--- src/rtl/mtrap_pkg.sv ---
package mtrap_pkg;

    localparam int XLEN = 32;

    localparam logic [11:0] A_STATUS  = 12'h300;
    localparam logic [11:0] A_ISA     = 12'h301;
    localparam logic [11:0] A_EDELEG  = 12'h302;
    localparam logic [11:0] A_TVEC    = 12'h305;
    localparam logic [11:0] A_CNTEN   = 12'h306;
    localparam logic [11:0] A_SCRATCH = 12'h340;
    localparam logic [11:0] A_EPC     = 12'h341;
    localparam logic [11:0] A_CAUSE   = 12'h342;
    localparam logic [11:0] A_TVAL    = 12'h343;
    localparam logic [11:0] A_IP      = 12'h344;

    localparam logic [3:0] CAUSE_FETCH_MISALIGN = 4'd0;
    localparam logic [3:0] CAUSE_FETCH_FAULT    = 4'd1;
    localparam logic [3:0] CAUSE_ILLEGAL        = 4'd2;
    localparam logic [3:0] CAUSE_BREAK          = 4'd3;
    localparam logic [3:0] CAUSE_LOAD_MISALIGN  = 4'd4;
    localparam logic [3:0] CAUSE_LOAD_FAULT     = 4'd5;

    localparam int ST_MIE  = 3;
    localparam int ST_MPIE = 7;

    localparam logic [6:0] OPC_OPIMM   = 7'b0010011;
    localparam logic [2:0] F3_SHL      = 3'b001;

    typedef enum logic [3:0] {
        SEL_NONE,
        SEL_STATUS,
        SEL_ISA,
        SEL_EDELEG,
        SEL_TVEC,
        SEL_CNTEN,
        SEL_SCRATCH,
        SEL_EPC,
        SEL_CAUSE,
        SEL_TVAL,
        SEL_IP,
        SEL_IDENT
    } csr_sel_e;

    typedef enum logic [1:0] {
        ST_RUN,
        ST_ENTER,
        ST_RETURN
    } seq_state_e;

endpackage

--- src/rtl/csr_addr_decode.sv ---
module csr_addr_decode
    import mtrap_pkg::*;
(
    input  logic        acc_valid,
    input  logic        acc_write,
    input  logic [11:0] acc_addr,
    output csr_sel_e    acc_sel,
    output logic        acc_illegal
);

    logic read_only;

    always_comb begin
        unique case (acc_addr)
            A_STATUS:  acc_sel = SEL_STATUS;
            A_ISA:     acc_sel = SEL_ISA;
            A_EDELEG:  acc_sel = SEL_EDELEG;
            A_TVEC:    acc_sel = SEL_TVEC;
            A_CNTEN:   acc_sel = SEL_CNTEN;
            A_SCRATCH: acc_sel = SEL_SCRATCH;
            A_EPC:     acc_sel = SEL_EPC;
            A_CAUSE:   acc_sel = SEL_CAUSE;
            A_TVAL:    acc_sel = SEL_TVAL;
            A_IP:      acc_sel = SEL_IP;
            12'hF11, 12'hF12, 12'hF13, 12'hF14:
                       acc_sel = SEL_IDENT;
            default:   acc_sel = SEL_NONE;
        endcase
    end

    // the top two address bits both set mark a read-only register
    assign read_only   = &acc_addr[11:10];
    assign acc_illegal = acc_valid &
                         ((acc_sel == SEL_NONE) | (acc_write & read_only));

endmodule

--- src/rtl/slli_screen.sv ---
module slli_screen
    import mtrap_pkg::*;
(
    input  logic        ins_valid,
    input  logic [31:0] ins_word,
    output logic        shl_hit,
    output logic        shl_illegal,
    output logic        shl_we,
    output logic [4:0]  shl_amt
);

    logic unused_fields;

    assign shl_hit     = ins_valid &
                         (ins_word[6:0] == OPC_OPIMM) &
                         (ins_word[14:12] == F3_SHL);
    assign shl_illegal = shl_hit & ins_word[25];
    assign shl_we      = shl_hit & ~ins_word[25];
    assign shl_amt     = ins_word[24:20];

    assign unused_fields = ^{ins_word[31:26], ins_word[19:15], ins_word[11:7]};

endmodule

--- src/rtl/csr_regfile.sv ---
module csr_regfile
    import mtrap_pkg::*;
#(
    parameter logic [XLEN-1:0] RESET_TVEC = 32'h0000_0100,
    parameter logic [XLEN-1:0] ISA_EXT    = 32'h0000_0100,
    parameter int              CAUSE_W    = 4
) (
    input  logic               clk,
    input  logic               rst_n,
    input  csr_sel_e           sel,
    input  logic               wr_en,
    input  logic [XLEN-1:0]    wdata,
    input  logic               trap_en,
    input  logic [CAUSE_W-1:0] trap_cause,
    input  logic [XLEN-1:0]    trap_pc,
    input  logic               ret_en,
    output logic [XLEN-1:0]    rdata,
    output logic [XLEN-1:0]    tvec,
    output logic [XLEN-1:0]    epc,
    output logic               mie,
    output logic               mpie
);

    localparam logic [XLEN-1:0] ISA_VAL = (32'h1 << 30) | ISA_EXT;

    logic              mie_q, mpie_q;
    logic [XLEN-1:2]   tvec_q, epc_q;
    logic [XLEN-1:0]   cause_q, tval_q, scratch_q;
    logic [XLEN-1:0]   status_rd;
    logic              unused_low;

    assign status_rd = {19'b0, 2'b11, 3'b0, mpie_q, 3'b0, mie_q, 3'b0};
    assign tvec      = {tvec_q, 2'b00};
    assign epc       = {epc_q, 2'b00};
    assign mie       = mie_q;
    assign mpie      = mpie_q;
    assign unused_low = ^{wdata[1:0], trap_pc[1:0]};

    always_comb begin
        unique case (sel)
            SEL_STATUS:  rdata = status_rd;
            SEL_ISA:     rdata = ISA_VAL;
            SEL_TVEC:    rdata = tvec;
            SEL_SCRATCH: rdata = scratch_q;
            SEL_EPC:     rdata = epc;
            SEL_CAUSE:   rdata = cause_q;
            SEL_TVAL:    rdata = tval_q;
            default:     rdata = '0;
        endcase
    end

    always_ff @(posedge clk) begin
        if (!rst_n) begin
            mie_q     <= 1'b0;
            mpie_q    <= 1'b0;
            tvec_q    <= RESET_TVEC[XLEN-1:2];
            epc_q     <= '0;
            cause_q   <= '0;
            tval_q    <= '0;
            scratch_q <= '0;
        end else if (trap_en) begin
            mpie_q  <= mie_q;
            mie_q   <= 1'b0;
            epc_q   <= trap_pc[XLEN-1:2];
            tval_q  <= trap_pc;
            cause_q <= XLEN'(trap_cause);
        end else if (ret_en) begin
            mie_q  <= mpie_q;
            mpie_q <= 1'b1;
        end else if (wr_en) begin
            unique case (sel)
                SEL_STATUS: begin
                    mie_q  <= wdata[ST_MIE];
                    mpie_q <= wdata[ST_MPIE];
                end
                SEL_TVEC:    tvec_q    <= wdata[XLEN-1:2];
                SEL_SCRATCH: scratch_q <= wdata;
                SEL_EPC:     epc_q     <= wdata[XLEN-1:2];
                SEL_CAUSE:   cause_q   <= wdata;
                SEL_TVAL:    tval_q    <= wdata;
                default: ;
            endcase
        end
    end

endmodule

--- src/rtl/trap_fsm.sv ---
module trap_fsm
    import mtrap_pkg::*;
(
    input  logic            clk,
    input  logic            rst_n,
    input  logic            trap_en,
    input  logic            ret_en,
    input  logic [XLEN-1:0] tvec,
    input  logic [XLEN-1:0] epc,
    output logic            redirect_valid,
    output logic [XLEN-1:0] redirect_pc
);

    seq_state_e      state_q, state_d;
    logic [XLEN-1:0] target_q, target_d;

    always_comb begin
        if (trap_en) begin
            state_d  = ST_ENTER;
            target_d = tvec;
        end else if (ret_en) begin
            state_d  = ST_RETURN;
            target_d = epc;
        end else begin
            state_d  = ST_RUN;
            target_d = target_q;
        end
    end

    always_ff @(posedge clk) begin
        if (!rst_n) begin
            state_q  <= ST_RUN;
            target_q <= '0;
        end else begin
            state_q  <= state_d;
            target_q <= target_d;
        end
    end

    always_comb begin
        unique case (state_q)
            ST_ENTER, ST_RETURN: begin
                redirect_valid = 1'b1;
                redirect_pc    = target_q;
            end
            default: begin
                redirect_valid = 1'b0;
                redirect_pc    = '0;
            end
        endcase
    end

endmodule

--- src/rtl/mtrap_unit.sv ---
module mtrap_unit
    import mtrap_pkg::*;
#(
    parameter logic [31:0] RESET_TVEC = 32'h0000_0100,
    parameter logic [31:0] ISA_EXT    = 32'h0000_0100,
    parameter int          CAUSE_W    = 4
) (
    input  logic               clk,
    input  logic               rst_n,
    input  logic [31:0]        ex_pc,
    input  logic               exc_valid,
    input  logic [CAUSE_W-1:0] exc_cause,
    input  logic               csr_valid,
    input  logic               csr_write,
    input  logic [11:0]        csr_addr,
    input  logic [31:0]        csr_wdata,
    output logic [31:0]        csr_rdata,
    input  logic               mret_valid,
    input  logic               ins_valid,
    input  logic [31:0]        ins_word,
    output logic               rd_we,
    output logic [4:0]         shamt,
    output logic               redirect_valid,
    output logic [31:0]        redirect_pc
);

    csr_sel_e           sel;
    logic               csr_illegal, slli_hit, slli_illegal;
    logic               trap_take, mret_take, wr_take;
    logic [CAUSE_W-1:0] trap_cause;
    logic [31:0]        tvec_w, epc_w;
    logic               mie_w, mpie_w;

    csr_addr_decode u_dec (
        .acc_valid   (csr_valid),
        .acc_write   (csr_write),
        .acc_addr    (csr_addr),
        .acc_sel     (sel),
        .acc_illegal (csr_illegal)
    );

    slli_screen u_shl (
        .ins_valid   (ins_valid),
        .ins_word    (ins_word),
        .shl_hit     (slli_hit),
        .shl_illegal (slli_illegal),
        .shl_we      (rd_we),
        .shl_amt     (shamt)
    );

    assign trap_take  = exc_valid | csr_illegal | slli_illegal;
    assign trap_cause = exc_valid ? exc_cause : CAUSE_W'(CAUSE_ILLEGAL);
    assign mret_take  = mret_valid & ~trap_take;
    assign wr_take    = csr_valid & csr_write & ~csr_illegal;

    csr_regfile #(
        .RESET_TVEC (RESET_TVEC),
        .ISA_EXT    (ISA_EXT),
        .CAUSE_W    (CAUSE_W)
    ) u_regs (
        .clk        (clk),
        .rst_n      (rst_n),
        .sel        (sel),
        .wr_en      (wr_take),
        .wdata      (csr_wdata),
        .trap_en    (trap_take),
        .trap_cause (trap_cause),
        .trap_pc    (ex_pc),
        .ret_en     (mret_take),
        .rdata      (csr_rdata),
        .tvec       (tvec_w),
        .epc        (epc_w),
        .mie        (mie_w),
        .mpie       (mpie_w)
    );

    trap_fsm u_seq (
        .clk            (clk),
        .rst_n          (rst_n),
        .trap_en        (trap_take),
        .ret_en         (mret_take),
        .tvec           (tvec_w),
        .epc            (epc_w),
        .redirect_valid (redirect_valid),
        .redirect_pc    (redirect_pc)
    );

endmodule

--- config.mk ---
export PLATFORM = sky130hd
export DESIGN_NAME = mtrap_unit
export DESIGN_NICKNAME = d
export VERILOG_FILES = /design/src/rtl/mtrap_pkg.sv /design/src/rtl/csr_addr_decode.sv /design/src/rtl/slli_screen.sv /design/src/rtl/csr_regfile.sv /design/src/rtl/trap_fsm.sv /design/src/rtl/mtrap_unit.sv
export SDC_FILE = /design/constraint.sdc
export NUM_CORES = 1
export LEC_CHECK = 0
export ABC_AREA = 1
export BUFFER_PORTS_ARGS = -buffer_cell sky130_fd_sc_hd__buf_2
export CAP_MARGIN = 10
export CORE_MARGIN = 8
export CORE_UTILIZATION = 30
export CTS_CLUSTER_SIZE = 16
export DETAILED_ROUTE_END_ITERATION = 12
export GPL_TIMING_DRIVEN = 0
export PLACE_DENSITY = 0.55
export SLEW_MARGIN = 20
export SYNTH_ARGS = -nofsm -noshare
export SYNTH_HDL_FRONTEND = slang
export SYNTH_SLANG_ARGS = --single-unit
export TNS_END_PERCENT = 50
--- constraint.sdc ---
create_clock -name clk -period 2.08 [get_ports clk]
set_input_delay 0.104 -clock clk [delete_from_list [all_inputs] [get_ports clk]]
set_output_delay 0.104 -clock clk [all_outputs]
set_load 0.05 [all_outputs]
* Word level (Yosys, flattened, before mapping) *
Index checks and enable logic that the tools add are counted.

word-level totals
  logic and storage cells = 104
  input port bits = 119
  output and inout bits = 71
  register bits = 190

cells by class
  reductions and logical operators = 22
  equal/unequal tests = 26
  bitwise gates (word level) = 17
  multiplexer cells = 28

operator list
  operator                                                            count
  32-bit 2-to-1 mux                                                   7
  32-bit one-hot mux with 7 select lines                              1
  12-bit by 10-bit == test with 1-bit output (second input constant)  10
  30-bit 2-to-1 mux                                                   4
  12-bit == test (second input constant)                              4
  4-bit one-hot mux with 11 select lines                              1
  4-bit 2-to-1 mux                                                    5
  2-bit nonzero test                                                  7
  4-bit by 3-bit == test with 1-bit output (second input constant)    3
  3-bit AND reduction                                                 4
  1-bit bitwise AND                                                   9
  1-bit 2-to-1 mux                                                    9
  4-bit == test (second input constant)                               2
  4-bit AND reduction                                                 2
  7-bit by 5-bit == test with 1-bit output (second input constant)    1
  2-bit AND reduction                                                 3
  3-bit nonzero test                                                  2
  1-bit NOT                                                           5
  4-bit by 1-bit == test with 1-bit output (second input constant)    1
  4-bit by 2-bit == test with 1-bit output (second input constant)    1
  4-bit logical NOT                                                   1
  2-bit OR reduction                                                  2
  4-bit OR reduction                                                  1
  3-bit by 1-bit == test with 1-bit output (second input constant)    1
  other kinds (5)                                                     7

* Longest topological paths before layout *
  depth in word-level cells = 12
  gate-level depth with buffers = 17
  depth with buffers taken out = 15

* By module *
Synthesis repeated with hierarchy kept, for this count alone.

unflattened totals
  cell total of the unflattened synthesis = 1657
  area, all modules = 10238.6 µm²

by module, submodules not included
  module           area an instance (µm²)  seq. area each (µm²)  cells an instance  times used
  csr_regfile      7836.3                  3163.0                1237               1
  trap_fsm         1938.1                  680.7                 319                1
  csr_addr_decode  294.0                   0.0                   63                 1
  slli_screen      106.4                   0.0                   23                 1
  mtrap_unit       63.8                    0.0                   15                 1

* Worst setup path before layout *
Ideal clock, no wire load.

  path type = input-to-output
  start point = input csr_addr[4]
  end point = output csr_rdata[0]
  arrival time = 2.096 ns
  buffers on the path = 1
  slack = -0.120 ns
  stages on the path = 10
  data required time = 1.976 ns
  cells stage by stage = nor2_2 > inv_2 > nor2_2 > nand3_1 > inv_1 > nand2_1 > o211ai_2 > nand4_1 > clkbuf_1 > o221ai_1

on the way
  longest elaborated chain between the ends = 5
  elaborated cells on any way between the ends = 24
  those cells by class = eq/ne: 21; mux: 2; reduce/logical: 1

ends and longest elaborated chain
  element                                      RTL line               text
  start: declaration                           mtrap_unit.sv:15       input logic [11:0] csr_addr,
  12-bit == test                               csr_addr_decode.sv:14  unique case (acc_addr)
  4-bit OR reduction                           csr_addr_decode.sv:14
  4-bit one-hot mux with 11 select lines *     csr_addr_decode.sv:14
  4-bit == test, or another cell as far along  csr_regfile.sv:40      unique case (sel)
  32-bit one-hot mux with 7 select lines *     csr_regfile.sv:40
  end: declaration                             mtrap_unit.sv:17       output logic [31:0] csr_rdata,

Mark *: on every way between the ends. The rest lies on a longest branch, timed or not.

* Final worst setup path *
  start point = input csr_addr[4]
  end point = output csr_rdata[2]

Same word-level chain as after synthesis.

==> metrics.cfg <==
[outcome]
outcome=finished with violations
violations=negative setup slack

[finish]
synthToLayoutAreaGrowth_pct=39.4
antennaDiodeCount=0
final_common_cell=nor2_1
drive_above_1_share_pct=23.8
final.fill_count=3289
final_cell_mix=nor2_1 (330), nand2_1 (317), inv_1 (197), dfxtp_1 (190), buf_2 (146)
nets=1924
utilization_pct=42.5

[routing]
finalWirelength_mm=42.7
wire_per_inst_um=19.2
final_antenna_net_count=0
vias=11050
viasPerCell=4.98
first_pass_iters=6
drcViolationCount=0
drt_iter0_markers=1331

[cts]
insertion_delay_ps=440
cts_sinks=190
clockRootBuffer=clkbuf_16
h-tree-depth=4
max-clock-path-buffers=2
path_clk_slew_ps=80
cts_tree=built
numCtsBuffers=17

[min_path]
hold_start=exc_cause[3]
min_to=u_regs.cause_q[3]
holdCritPathClass=in2reg
hold_depth=5

[synth]
ys.flop_type=dfxtp_1
yosys.area.top_type_share_pct=39.5
synth_mux_area_share_pct=0
synthAdderAreaFrac_pct=0
netlist.top_cell.by_area=dfxtp_1
ys_top_cells_by_area=dfxtp_1 (39%), nand2_1 (14%), nor2_1 (13%)
synthXorXnorAreaFrac_pct=0.0909
yosys_warnings=0
syn_area_per_cell_um2=6.24
async_flop_share_pct=0
synth_compound_area_share_pct=14.5
synth_top_family_by_area=simple AND/OR/NAND/NOR gates
yosysUniqueCellTypes=37
synth_area_um2=9630
yosys.area_share.simple_pct=33.2
yosysSeqAreaShare_pct=39.5
synth_edf_count=0
syn_inst=1544
ys_seq_elements=190

[worst_setup_path]
critPathSlowestCell=o31ai_4
slowest_delay_ps=240
crit_required_ps=1980
cp_max_fo=10
cp-end-kind=output port
arrival_ps=2180
r2r_slack_ps=1130
r2r_start=u_regs.epc_q[8]
cp-start-kind=input port
worstPathCellList=buf_8 -> nor2_4 -> nand2_2 -> nor2_4 -> buf_4 -> inv_2 -> o31ai_4 -> buf_6 -> nand3_4 -> clkinv_4 -> nand2_1 -> o21ai_0 -> inv_1 -> nand4_1 -> buf_6
reg2regPathDepth=4
worstSetupPathDepth=15
critical_path_buf_inv_count=7
worstReg2RegEnd=u_seq.target_q[8]
cp_top_family=buffers and inverters
worstSetupPathType=in2out

[sta]
finalSetupViolCount=32
drv_slew=0
fin_skew_ps=7.73
fin_crit_ps=2290
hold_viol=0
finalCritPeriodShare_pct=110
final.setup.worst_slack_ps=-208
tightest_slew_ps=853
relSlewSlack_pct=43.1
fmax_mhz=437
rsz0062_at_grt=true

[global_routing]
grt_max_degree=17
overflow=0
grt_pass1_wl_mm=63.2
grt_use_total_pct=21.6
grt_pass1_vias=10477
grt_antenna_before_repair=0

[placement]
dp_slack_ps=-1130
routabilityCongestion=0.914
place.port_buffers=166
dp_hpwl_mm=28.8

[job]
maxCapViolCount=0

[power_and_ir_drop]
power.density_nw_per_um2=624
p_leak_nw=6.37
power_mw=8.38
ir_drop_mv=0.577

[floorplanning]
core_area_um2=31600
die_area_um2=38100
fp-row-count=65
die-height_um=195
ios=190
die-width_um=195
initial_core_util_pct=30.5

-- power breakdown --
part           internal (mW)  leakage (nW)  switching (mW)  total (mW)
Clock                   2.00         0.297            1.55        3.56
Sequential              3.76          1.55          0.0732        3.83
Combinational          0.330          4.53           0.665       0.995
-- registers in the layout (all words and copies together) (netlist names) --
name,cells
u_regs.cause_q,32
u_regs.scratch_q,32
u_regs.tvec_q,30
u_regs.mie,1
u_seq.target_q,30
u_regs.mpie,1
u_seq.state_q,2
u_regs.tval_q,32
u_regs.epc_q,30
-- worst max-delay path by stage --
stage	startpoint	to
6_report	csr_addr[4]	csr_rdata[2]
3_3_place_gp	csr_addr[4]	csr_rdata[3]
2_1_floorplan	csr_addr[4]	csr_rdata[1]
4_1_cts	csr_addr[9]	csr_rdata[21]
5_1_grt	csr_addr[7]	csr_rdata[25]
3_5_place_dp	csr_addr[4]	csr_rdata[31]
-- kinds of logic (layout without fill, tap and decap cells) --
family	count (synthesis)	in the layout
XOR/XNOR	1	1
buffers and inverters	303	576
other	1	2
AND/OR/NAND/NOR	792	792
AO/OA/AOI/OAI	257	257
flip-flops	190	190
-- repair_timing --
action,in CTS,in global routing
pin swaps,36,29
gates resized for setup,205,155
hold buffers,34,0
setup buffers,26,12
cloned,3,2
hold endpoints to repair,63,0
endpoints found under the setup margin,185,192
-- layout make-up --
| class | count | area [um^2] | area share (%) |
|---|---|---|---|
| Tap cell | 402 | 503 | 3.75 |
| Multi-Input combinational cell | 1052 | 5110 | 38.1 |
| Sequential cell | 190 | 3800 | 28.3 |
| Inverter | 213 | 817 | 6.09 |
| Clock buffer | 21 | 470 | 3.50 |
| Buffer | 89 | 673 | 5.01 |
| Timing Repair Buffer | 242 | 1890 | 14.1 |
| Clock inverter | 11 | 153 | 1.14 |
-- Yosys cell counts, drive strengths merged (2+ instances only) --
master,number
clkbuf,45
inv,210
nand4,8
o22ai,19
nor2,345
buf,45
nor3,2
nand3,64
a21oi,70
clkinv,3
o211ai,20
nand2,369
o21ai,143
nor3b,2
dfxtp,190
nand3b,2
-- metrics by stage --
stage | setup TNS (ps) | cell area (um^2) | cells | hold WS (ps)
5_1_grt | -6430 | 13400 | 2220 | 19.3
3_5_place_dp | -125590 | 11000 | 2113 | 366
3_3_place_gp | -124200 | 11000 | 2113 | 362
6_report | -4390 | 13400 | 2220 | 8.64
4_1_cts | -1320 | 12900 | 2208 | 7.88
2_1_floorplan | -98.3 | 9640 | 1545 | 239
-- tightest hold or removal path: stages --
cell and delay, ps:
buf_2 80, nand2_1 50, o21ai_0 60, nor2_1 50
nor2_1 80
-- routing by layer --
metal	track usage, %	vias to the layer above	part of all wire, %
met4	7.10	0	3.2
li1	-	5296	-
met2	35.2	543	45
met1	28.6	5107	43
met3	3.58	104	9.0
met5	0	-	0
Power figures use the tool's default switching activity.
